==> src/rtl/cdown_timer_pkg.sv <==
package cdown_timer_pkg;
  localparam int unsigned CNT_W   = 32;
  localparam int unsigned VEC_W   = 8;
  localparam int unsigned SHIFT_W = 3;
  localparam int unsigned MASK_BIT = 16;
  localparam int unsigned PER_BIT  = 17;

  typedef struct packed {
    logic             periodic;
    logic             mask;
    logic [VEC_W-1:0] vector;
  } ctrl_t;

  // v = {b3,b1,b0}; shift = (v+1) mod 8
  function automatic logic [SHIFT_W-1:0] div_to_shift(input logic [3:0] code);
    return SHIFT_W'({code[3], code[1:0]} + 3'd1);
  endfunction
endpackage

==> src/rtl/cdown_prescaler.sv <==
module cdown_prescaler #(
  parameter int unsigned SHIFT_W = 3,
  localparam int unsigned PRE_W  = (1 << SHIFT_W) - 1
) (
  input  logic               clk_i,
  input  logic               rst_ni,
  input  logic               restart_i,
  input  logic [SHIFT_W-1:0] shift_i,
  output logic               tick_o
);
  logic [PRE_W-1:0] pre_q;
  logic [PRE_W-1:0] lim;

  assign lim    = ~({PRE_W{1'b1}} << shift_i);
  // >= keeps the period bounded if the shift shrinks mid-count
  assign tick_o = !restart_i && (pre_q >= lim);

  always_ff @(posedge clk_i or negedge rst_ni) begin
    if (!rst_ni)        pre_q <= '0;
    else if (restart_i) pre_q <= '0;
    else if (tick_o)    pre_q <= '0;
    else                pre_q <= pre_q + 1'b1;
  end

  p_phase_r2: assert property (@(posedge clk_i) disable iff (!rst_ni)
    (tick_o || restart_i) |=> (pre_q == '0));
endmodule

==> src/rtl/cdown_counter.sv <==
module cdown_counter #(
  parameter int unsigned CNT_W = 32,
  parameter int unsigned VEC_W = 8
) (
  input  logic             clk_i,
  input  logic             rst_ni,
  input  logic             load_i,
  input  logic [CNT_W-1:0] load_val_i,
  input  logic [CNT_W-1:0] init_i,
  input  logic             tick_i,
  input  logic             periodic_i,
  input  logic             mask_i,
  input  logic [VEC_W-1:0] vector_i,
  output logic [CNT_W-1:0] count_o,
  output logic             irq_o,
  output logic [VEC_W-1:0] vector_o
);
  logic [CNT_W-1:0] cur_q;
  logic             armed_q;
  logic             irq_q;
  logic [VEC_W-1:0] vec_q;
  logic             at_zero;
  logic             expire;

  assign at_zero = (cur_q == '0);
  assign expire  = tick_i && at_zero && !mask_i &&
                   (periodic_i ? (init_i != '0) : armed_q);

  always_ff @(posedge clk_i or negedge rst_ni) begin
    if (!rst_ni) begin
      cur_q   <= '0;
      armed_q <= 1'b0;
      irq_q   <= 1'b0;
      vec_q   <= '0;
    end else begin
      irq_q <= 1'b0;
      if (load_i) begin
        cur_q   <= load_val_i;
        armed_q <= (load_val_i != '0);
      end else if (tick_i) begin
        if (!at_zero) begin
          cur_q <= cur_q - 1'b1;
        end else begin
          if (periodic_i) cur_q <= init_i;
          else            armed_q <= 1'b0;   // one-shot: expiry used up, even if masked
          irq_q <= expire;
          if (expire) vec_q <= vector_i;
        end
      end
    end
  end

  assign count_o  = cur_q;
  assign irq_o    = irq_q;
  assign vector_o = vec_q;

  p_step_r3: assert property (@(posedge clk_i) disable iff (!rst_ni)
    (!load_i && !at_zero) |=> (cur_q == $past(cur_q) || cur_q == $past(cur_q) - 1'b1));
  p_hold_zero_r4: assert property (@(posedge clk_i) disable iff (!rst_ni)
    (!load_i && !periodic_i && at_zero) |=> (cur_q == '0));
  p_reload_r5: assert property (@(posedge clk_i) disable iff (!rst_ni)
    (irq_q && $past(periodic_i)) |-> (cur_q == init_i));
  p_pulse_r8: assert property (@(posedge clk_i) disable iff (!rst_ni)
    irq_q |=> !irq_q);
endmodule

==> src/rtl/cdown_timer.sv <==
module cdown_timer
  import cdown_timer_pkg::*;
(
  input  logic             clk_i,
  input  logic             rst_ni,
  input  logic             ctrl_we_i,
  input  logic             div_we_i,
  input  logic             init_we_i,
  input  logic [31:0]      wdata_i,
  output logic [CNT_W-1:0] count_o,
  output logic             irq_o,
  output logic [VEC_W-1:0] irq_vector_o,
  output logic             irq_level_o
);
  ctrl_t              ctrl_q;
  logic [SHIFT_W-1:0] shift_q;
  logic [CNT_W-1:0]   init_q;
  logic               tick;

  always_ff @(posedge clk_i or negedge rst_ni) begin
    if (!rst_ni) begin
      ctrl_q  <= '{periodic: 1'b0, mask: 1'b1, vector: '0};
      shift_q <= '0;
      init_q  <= '0;
    end else begin
      if (ctrl_we_i) begin
        ctrl_q.periodic <= wdata_i[PER_BIT];
        ctrl_q.mask     <= wdata_i[MASK_BIT];
        ctrl_q.vector   <= wdata_i[VEC_W-1:0];
      end
      if (div_we_i)  shift_q <= div_to_shift(wdata_i[3:0]);
      if (init_we_i) init_q  <= wdata_i[CNT_W-1:0];
    end
  end

  cdown_prescaler #(.SHIFT_W(SHIFT_W)) i_pre (
    .clk_i     (clk_i),
    .rst_ni    (rst_ni),
    .restart_i (init_we_i),
    .shift_i   (shift_q),
    .tick_o    (tick)
  );

  cdown_counter #(.CNT_W(CNT_W), .VEC_W(VEC_W)) i_cnt (
    .clk_i      (clk_i),
    .rst_ni     (rst_ni),
    .load_i     (init_we_i),
    .load_val_i (wdata_i[CNT_W-1:0]),
    .init_i     (init_q),
    .tick_i     (tick),
    .periodic_i (ctrl_q.periodic),
    .mask_i     (ctrl_q.mask),
    .vector_i   (ctrl_q.vector),
    .count_o    (count_o),
    .irq_o      (irq_o),
    .vector_o   (irq_vector_o)
  );

  assign irq_level_o = 1'b0;

  p_mask_r7: assert property (@(posedge clk_i) disable iff (!rst_ni)
    irq_o |-> !$past(ctrl_q.mask));
  p_zero_init_r6: assert property (@(posedge clk_i) disable iff (!rst_ni)
    irq_o |-> (init_q != '0));
endmodule

==> config.mk <==
export PLATFORM = sky130hd
export DESIGN_NAME = cdown_timer
export DESIGN_NICKNAME = d
export VERILOG_FILES = /design/src/rtl/cdown_timer_pkg.sv /design/src/rtl/cdown_prescaler.sv /design/src/rtl/cdown_counter.sv /design/src/rtl/cdown_timer.sv
export SDC_FILE = /design/constraint.sdc
export NUM_CORES = 1
export LEC_CHECK = 0
export ABC_AREA = 1
export BUFFER_PORTS_ARGS = -buffer_cell sky130_fd_sc_hd__buf_4
export CORE_MARGIN = 2
export CORE_UTILIZATION = 53
export CTS_CLUSTER_DIAMETER = 30
export DETAILED_ROUTE_END_ITERATION = 7
export PLACE_DENSITY = 0.72
export SYNTH_ARGS = -nofsm -noshare
export SYNTH_HDL_FRONTEND = slang
export SYNTH_SLANG_ARGS = --single-unit
==> constraint.sdc <==
create_clock -name clk_i -period 5.5 [get_ports clk_i]
set_clock_uncertainty 0.05 [all_clocks]
set_input_delay 0.825 -clock clk_i [delete_from_list [all_inputs] [get_ports clk_i]]
set_output_delay 0.825 -clock clk_i [all_outputs]
set_load 0.01 [all_outputs]
; Word level (Yosys, flattened, before mapping)
; Index checks and enable logic that the tools add are counted.
[word_totals]
word_cells = 47
output_inout_bits = 42
ff_bits = 94
in_bits = 37
[classes]
n_addsub = 3
n_eq_ne = 2
mux = 14
n_reduce_logical = 14
bitwise = 2
shifts = 1
order_cmp = 1
[ops]
columns = cell, count
row1 = 2-to-1 mux 32 bit, 4
row2 = nonzero test 32 bit, 2
row3 = zero test 32 bit, 1
row4 = "subtractor 32 x 1 -> 32 bit, second input constant", 1
row5 = 2-to-1 mux 7 bit, 2
row6 = 2-to-1 mux 1 bit, 8
row7 = "adder 7 x 1 -> 7 bit, second input constant", 1
row8 = >= comparator 7 bit, 1
row9 = NOT 7 bit, 1
row10 = "left shift 7 x 3 -> 7 bit, first input constant", 1
row11 = logical AND 1 bit, 4
row12 = AND reduction 4 bit, 1
row13 = nonzero test 2 bit, 2
row14 = "adder 3 x 1 -> 3 bit, second input constant", 1
row15 = "!= test 3 bit, second input constant", 1
row16 = AND reduction 3 bit, 1
row17 = zero test 1 bit, 2
row18 = "!= test 2 bit, second input constant", 1
row19 = AND reduction 2 bit, 1
row20 = NOT 1 bit, 1

; Depth between registers and ports, before layout
[depth]
word_depth = 10
ltp_mapped = 13
mapped_depth_nobuf = 12

; Hierarchy
; Synthesis repeated with hierarchy kept, for this count alone.
[unflattened]
hier_cells = 889
area_unflattened_um2 = 6134.6
[modules_own_cells]
columns = mod, seq_area_each_um2, area_each_um2, instances, cells_per_inst
row1 = cdown_counter, 1051.0, 3628.5, 1, 623
row2 = cdown_timer, 1127.3, 1955.6, 1, 194
row3 = cdown_prescaler, 175.2, 550.5, 1, 72

; Worst setup path before layout
; Ideal clock, no wire load.
[synth_timing]
path_type = register -> register
startpoint = register shift_q[1]
endpoint = register i_cnt.cur_q[27] (netlist: i_cnt.count_o[27])
required_time_ns = 5.329
arrival_ns = 1.797
synth_period_minus_slack_ns = 1.968
stages_incl_launch_ff = 13
setup_ns = 0.121
path_buffers = 1
slack_ns = 3.532
path_cell_list = dfrtp_1 > nor2_1 > nand2_1 > ha_1 > nor2_1 > o21ai_0 > nand2_1 > nand3_1 > nand2_4 > inv_4 > buf_6 > nor2_1 > a21oi_1
[synth_between]
elab_chain_len = 6
[synth_lines]
columns = item, line
row1 = "start, declared", cdown_timer.sv:16  ; logic [SHIFT_W-1:0] shift_q;
row2 = "start signal, assigned", cdown_timer.sv:31  ; if (div_we_i) shift_q <= div_to_shift(wdata_i[3:0]);
row3 = left shift 7 x 3 -> 7 bit, cdown_prescaler.sv:14  ; assign lim = ~({PRE_W{1'b1}} << shift_i);
row4 = NOT 7 bit, cdown_prescaler.sv:14
row5 = >= comparator 7 bit, cdown_prescaler.sv:16  ; assign tick_o = !restart_i && (pre_q >= lim);
row6 = logical AND 1 bit, cdown_prescaler.sv:16
row7 = nonzero test 2 bit (no line), --
row8 = AND reduction 2 bit (no line), --
row9 = "end signal, assigned", cdown_counter.sv:38  ; cur_q <= load_val_i;
row10 = "end signal, assigned", cdown_counter.sv:42  ; cur_q <= cur_q - 1'b1;
row11 = "end signal, assigned", cdown_counter.sv:44  ; if (periodic_i) cur_q <= init_i;
row12 = "end, declared", cdown_counter.sv:18  ; logic [CNT_W-1:0] cur_q;
; Every way passes these cells.
; A chain may end at the register's enable or synchronous reset.

; Worst setup path after layout
[layout_timing]
startpoint = input init_we_i
endpoint = register i_cnt.cur_q[19] (netlist: i_cnt.count_o[19])
[layout_between]
elab_chain_len = 4
elab_cells_between_ends = 6
classes_between = eq/ne: 1 / mux: 1 / reduce/logical: 4
[layout_lines]
columns = item, line
row1 = "start, declared", cdown_timer.sv:8  ; input logic init_we_i,
row2 = zero test 1 bit, cdown_prescaler.sv:16
row3 = logical AND 1 bit, cdown_prescaler.sv:16
row4 = nonzero test 2 bit (no line), --
row5 = AND reduction 2 bit (no line), --
; Parallel ways exist; a longest one is shown, timed or not.

==> impl_metrics.ini <==
[status]
status = finished clean

[clock_tree]
cts_tree = built
post-cts-setup-buffer-count = 0
cts.sinks = 94
clock-root-buffer = clkbuf_8
htreeDepth = 3
worstSkewPairLatency_ns = 0.37
cts_buffers = 9
clkTransAtPathRegs_ns = 0.09
cts-resized-gates = 0
cts_buffer_depth = 2
cts_hold_buf = 0

[yosys]
yosysTopAreaCellShare = 0.414
ys_ff_latch = 94
netlist_instances = 777
syn_nets = 826
avgSynthCellArea_um2 = 7.24
yosysMostFrequentCell = nand2_1
yosysTopAreaCell = dfrtp_1
synth.area.top_cells = dfrtp_1, nand2_1, nor2_1
netlist_area_mm2 = 0.00562
yosysWarnings = 0
synthFlopType = dfrtp_1
async_flop_share = 1.00
synth_edf_count = 0
synth_cell_type_count = 36
seq_area_frac_synth = 0.418
netlist_top_cells_count = nand2_1, nor2_1, dfrtp_1

[critical_path]
crit_path_start_kind = primary input
worst_r2r_path_depth = 11
rrSetupSlack_ns = 2.91
endpoint_kind = flop
path_cells = buf_4 > inv_1 > nand3_1 > nand2_4 > inv_4 > nor2_1 > a21oi_2
reg2reg_to = i_cnt.count_o[19]
r2r_start = shift_q[2]
crit_type = in -> reg
cp_max_fo = 80
slowest_delay_ns = 0.53
worstPathArrival_ns = 3.07
cp_slowest_cell = buf_4
cp_data_required_time_ns = 5.76

[floorplan]
die_area_mm2 = 0.0115
num_rows = 37
core_area_mm2 = 0.0103
start_util = 0.545
num_io_pins = 79
chipWidth_um = 107
die_h_um = 107

[power]
p_switching_w = 0.000685
ir_drop_mv = 0.147
cellLeakagePower_nw = 3.37
p_comb_frac = 0.274
p_seq_frac = 0.468
switching_share = 0.361
powerDensity_mw_per_mm2 = 294
intPower_w = 0.00121
power.share.clock = 0.258

[grt]
track_usage = 0.276
antenna_found_initial = 0
grt_pass1_wl_um = 24500
overflow = 0
grt_max_degree = 81
first_global_vias = 4989

[routing]
drc = 0
wire_per_inst_um = 15.1
ant_nets = 0
vias_per_cell = 5.29
drt_wl_total_um = 14900
drt_first_pass_iters = 5
vias = 5213
drtIter0Drc = 371

[place]
io_buffers = 77
gp_congestion = 0.879
dp_hpwl_um = 11200

[timing]
relSlewSlack = 0.493
period_share = 0.512
tightest_slew_ns = 0.758
fin_tns_setup_ns = 0
setup_viol = 0
rsz0062_at_grt = false
holdWs_ns = 0.341
fmax_mhz = 355
hold_viol = 0
fin_crit_ns = 2.82
slew_violations = 0

[job]
maxCapViolations = 0

[layout]
fin_util = 0.625
drive_above_1_share = 0.161
n_antenna_cell = 0
area_growth_syn_to_layout_pct = 14.7
nets = 894

[min_path]
hp-class = in -> async
stage by stage:
stage	cells	setup slack [ns]	cell area, um2	power, W
finish	986	2.68	6450	0.00190
global route	986	2.41	6450	0.00201
CTS	986	2.71	6450	0.00191
detailed placement	970	2.32	6240	0.00142
global placement	970	2.41	6240	0.00140
floorplan	777	3.53	5620	0.00120
sequential cells by signal (all words and copies together) (netlist names):
register        count
i_cnt.vector_o      8
i_pre.pre_q         7
i_cnt.irq_o         1
i_cnt.count_o      32
ctrl_q             10
i_cnt.armed_q       1
init_q             32
shift_q             3
worst max-delay path: cells and delay by family:
family,cells,cell delay [ns]
buffers and inverters,3,1.28
AND/OR/NAND/NOR,3,0.82
AO/OA/AOI/OAI,1,0.10
worst max path at each step:
stage | end | cells after the start | start
after detailed placement | i_cnt.count_o[19] | 7 | init_we_i
after floorplan | i_cnt.count_o[27] | 12 | shift_q[1]
after CTS | i_cnt.count_o[19] | 7 | init_we_i
after global placement | i_cnt.count_o[25] | 7 | init_we_i
final | i_cnt.count_o[19] | 7 | init_we_i
after global routing | i_cnt.count_o[27] | 7 | init_we_i
area by class of cell:
type / count / area, um2
multi-input combinational: 569 / 2780
clock inverter: 5 / 66.3
inverter: 93 / 352
clock buffer: 11 / 141
timing repair buffer: 78 / 586
tap: 136 / 170
sequential: 94 / 2350
fill: 940 / 3870
cell families after synthesis:
| logic type | after synthesis | share of synthesized area |
|---|---|---|
| flip-flops | 94 | 0.418 |
| multiplexers | 7 | 0.0140 |
| AO/OA/AOI/OAI | 100 | 0.0968 |
| buffers and inverters | 114 | 0.0865 |
| AND/OR/NAND/NOR | 432 | 0.330 |
| XOR/XNOR | 17 | 0.0265 |
| other | 1 | 0.000667 |
| adder cells (fa/ha/maj) | 12 | 0.0267 |
power groups by stage:
| stage | Sequential (W) | Combinational [W] | Clock, W |
|---|---|---|---|
| floorplan | 0.000884 | 0.000318 | 0 |
| global placement | 0.000897 | 0.000505 | 0 |
| detailed placement | 0.000899 | 0.000520 | 0 |
| CTS | 0.000885 | 0.000523 | 0.000497 |
| global route | 0.000898 | 0.000590 | 0.000525 |
| finish | 0.000887 | 0.000520 | 0.000489 |
cells in the final DEF (no fill, tap or decap):
cell        count
nand2_1       231
nor2_1        105
dfrtp_1        93
inv_1          89
buf_4          78
o21ai_0        55
nand3_1        48
a21oi_1        27
nor2_2         12
ha_1           12
xor2_1         10
clkbuf_8       10
nor4_1          9
a21oi_2         9
nand4_1         8
xnor2_1         7
mux2_2          7
o21ai_1         5
nand2_2         4
nor3_1          3
inv_2           3
a21boi_0        3
nand3b_1        3
nor3b_1         2
nor2_4          2
nor2_8          2
o21a_1          1
nand3_4         1
nand2_4         1
inv_4           1
or2_2           1
conb_1          1
clkinvlp_4      1
inv_6           1
bufinv_16       1
inv_8           1
clkinv_4        1
clkbuf_1        1
dfstp_2         1
routing by layer:
| layer | global-route usage | vias to the layer above | wire [um] |
|---|---|---|---|
| met1 | 0.381 | 2462 | 6700 |
| met4 | 0.0937 | 0 | 298 |
| met2 | 0.443 | 142 | 7100 |
| met5 | 0 | - | 0 |
| li1 | - | 2585 | - |
| met3 | 0.0450 | 24 | 830 |
(Power assumes the default switching activity.)
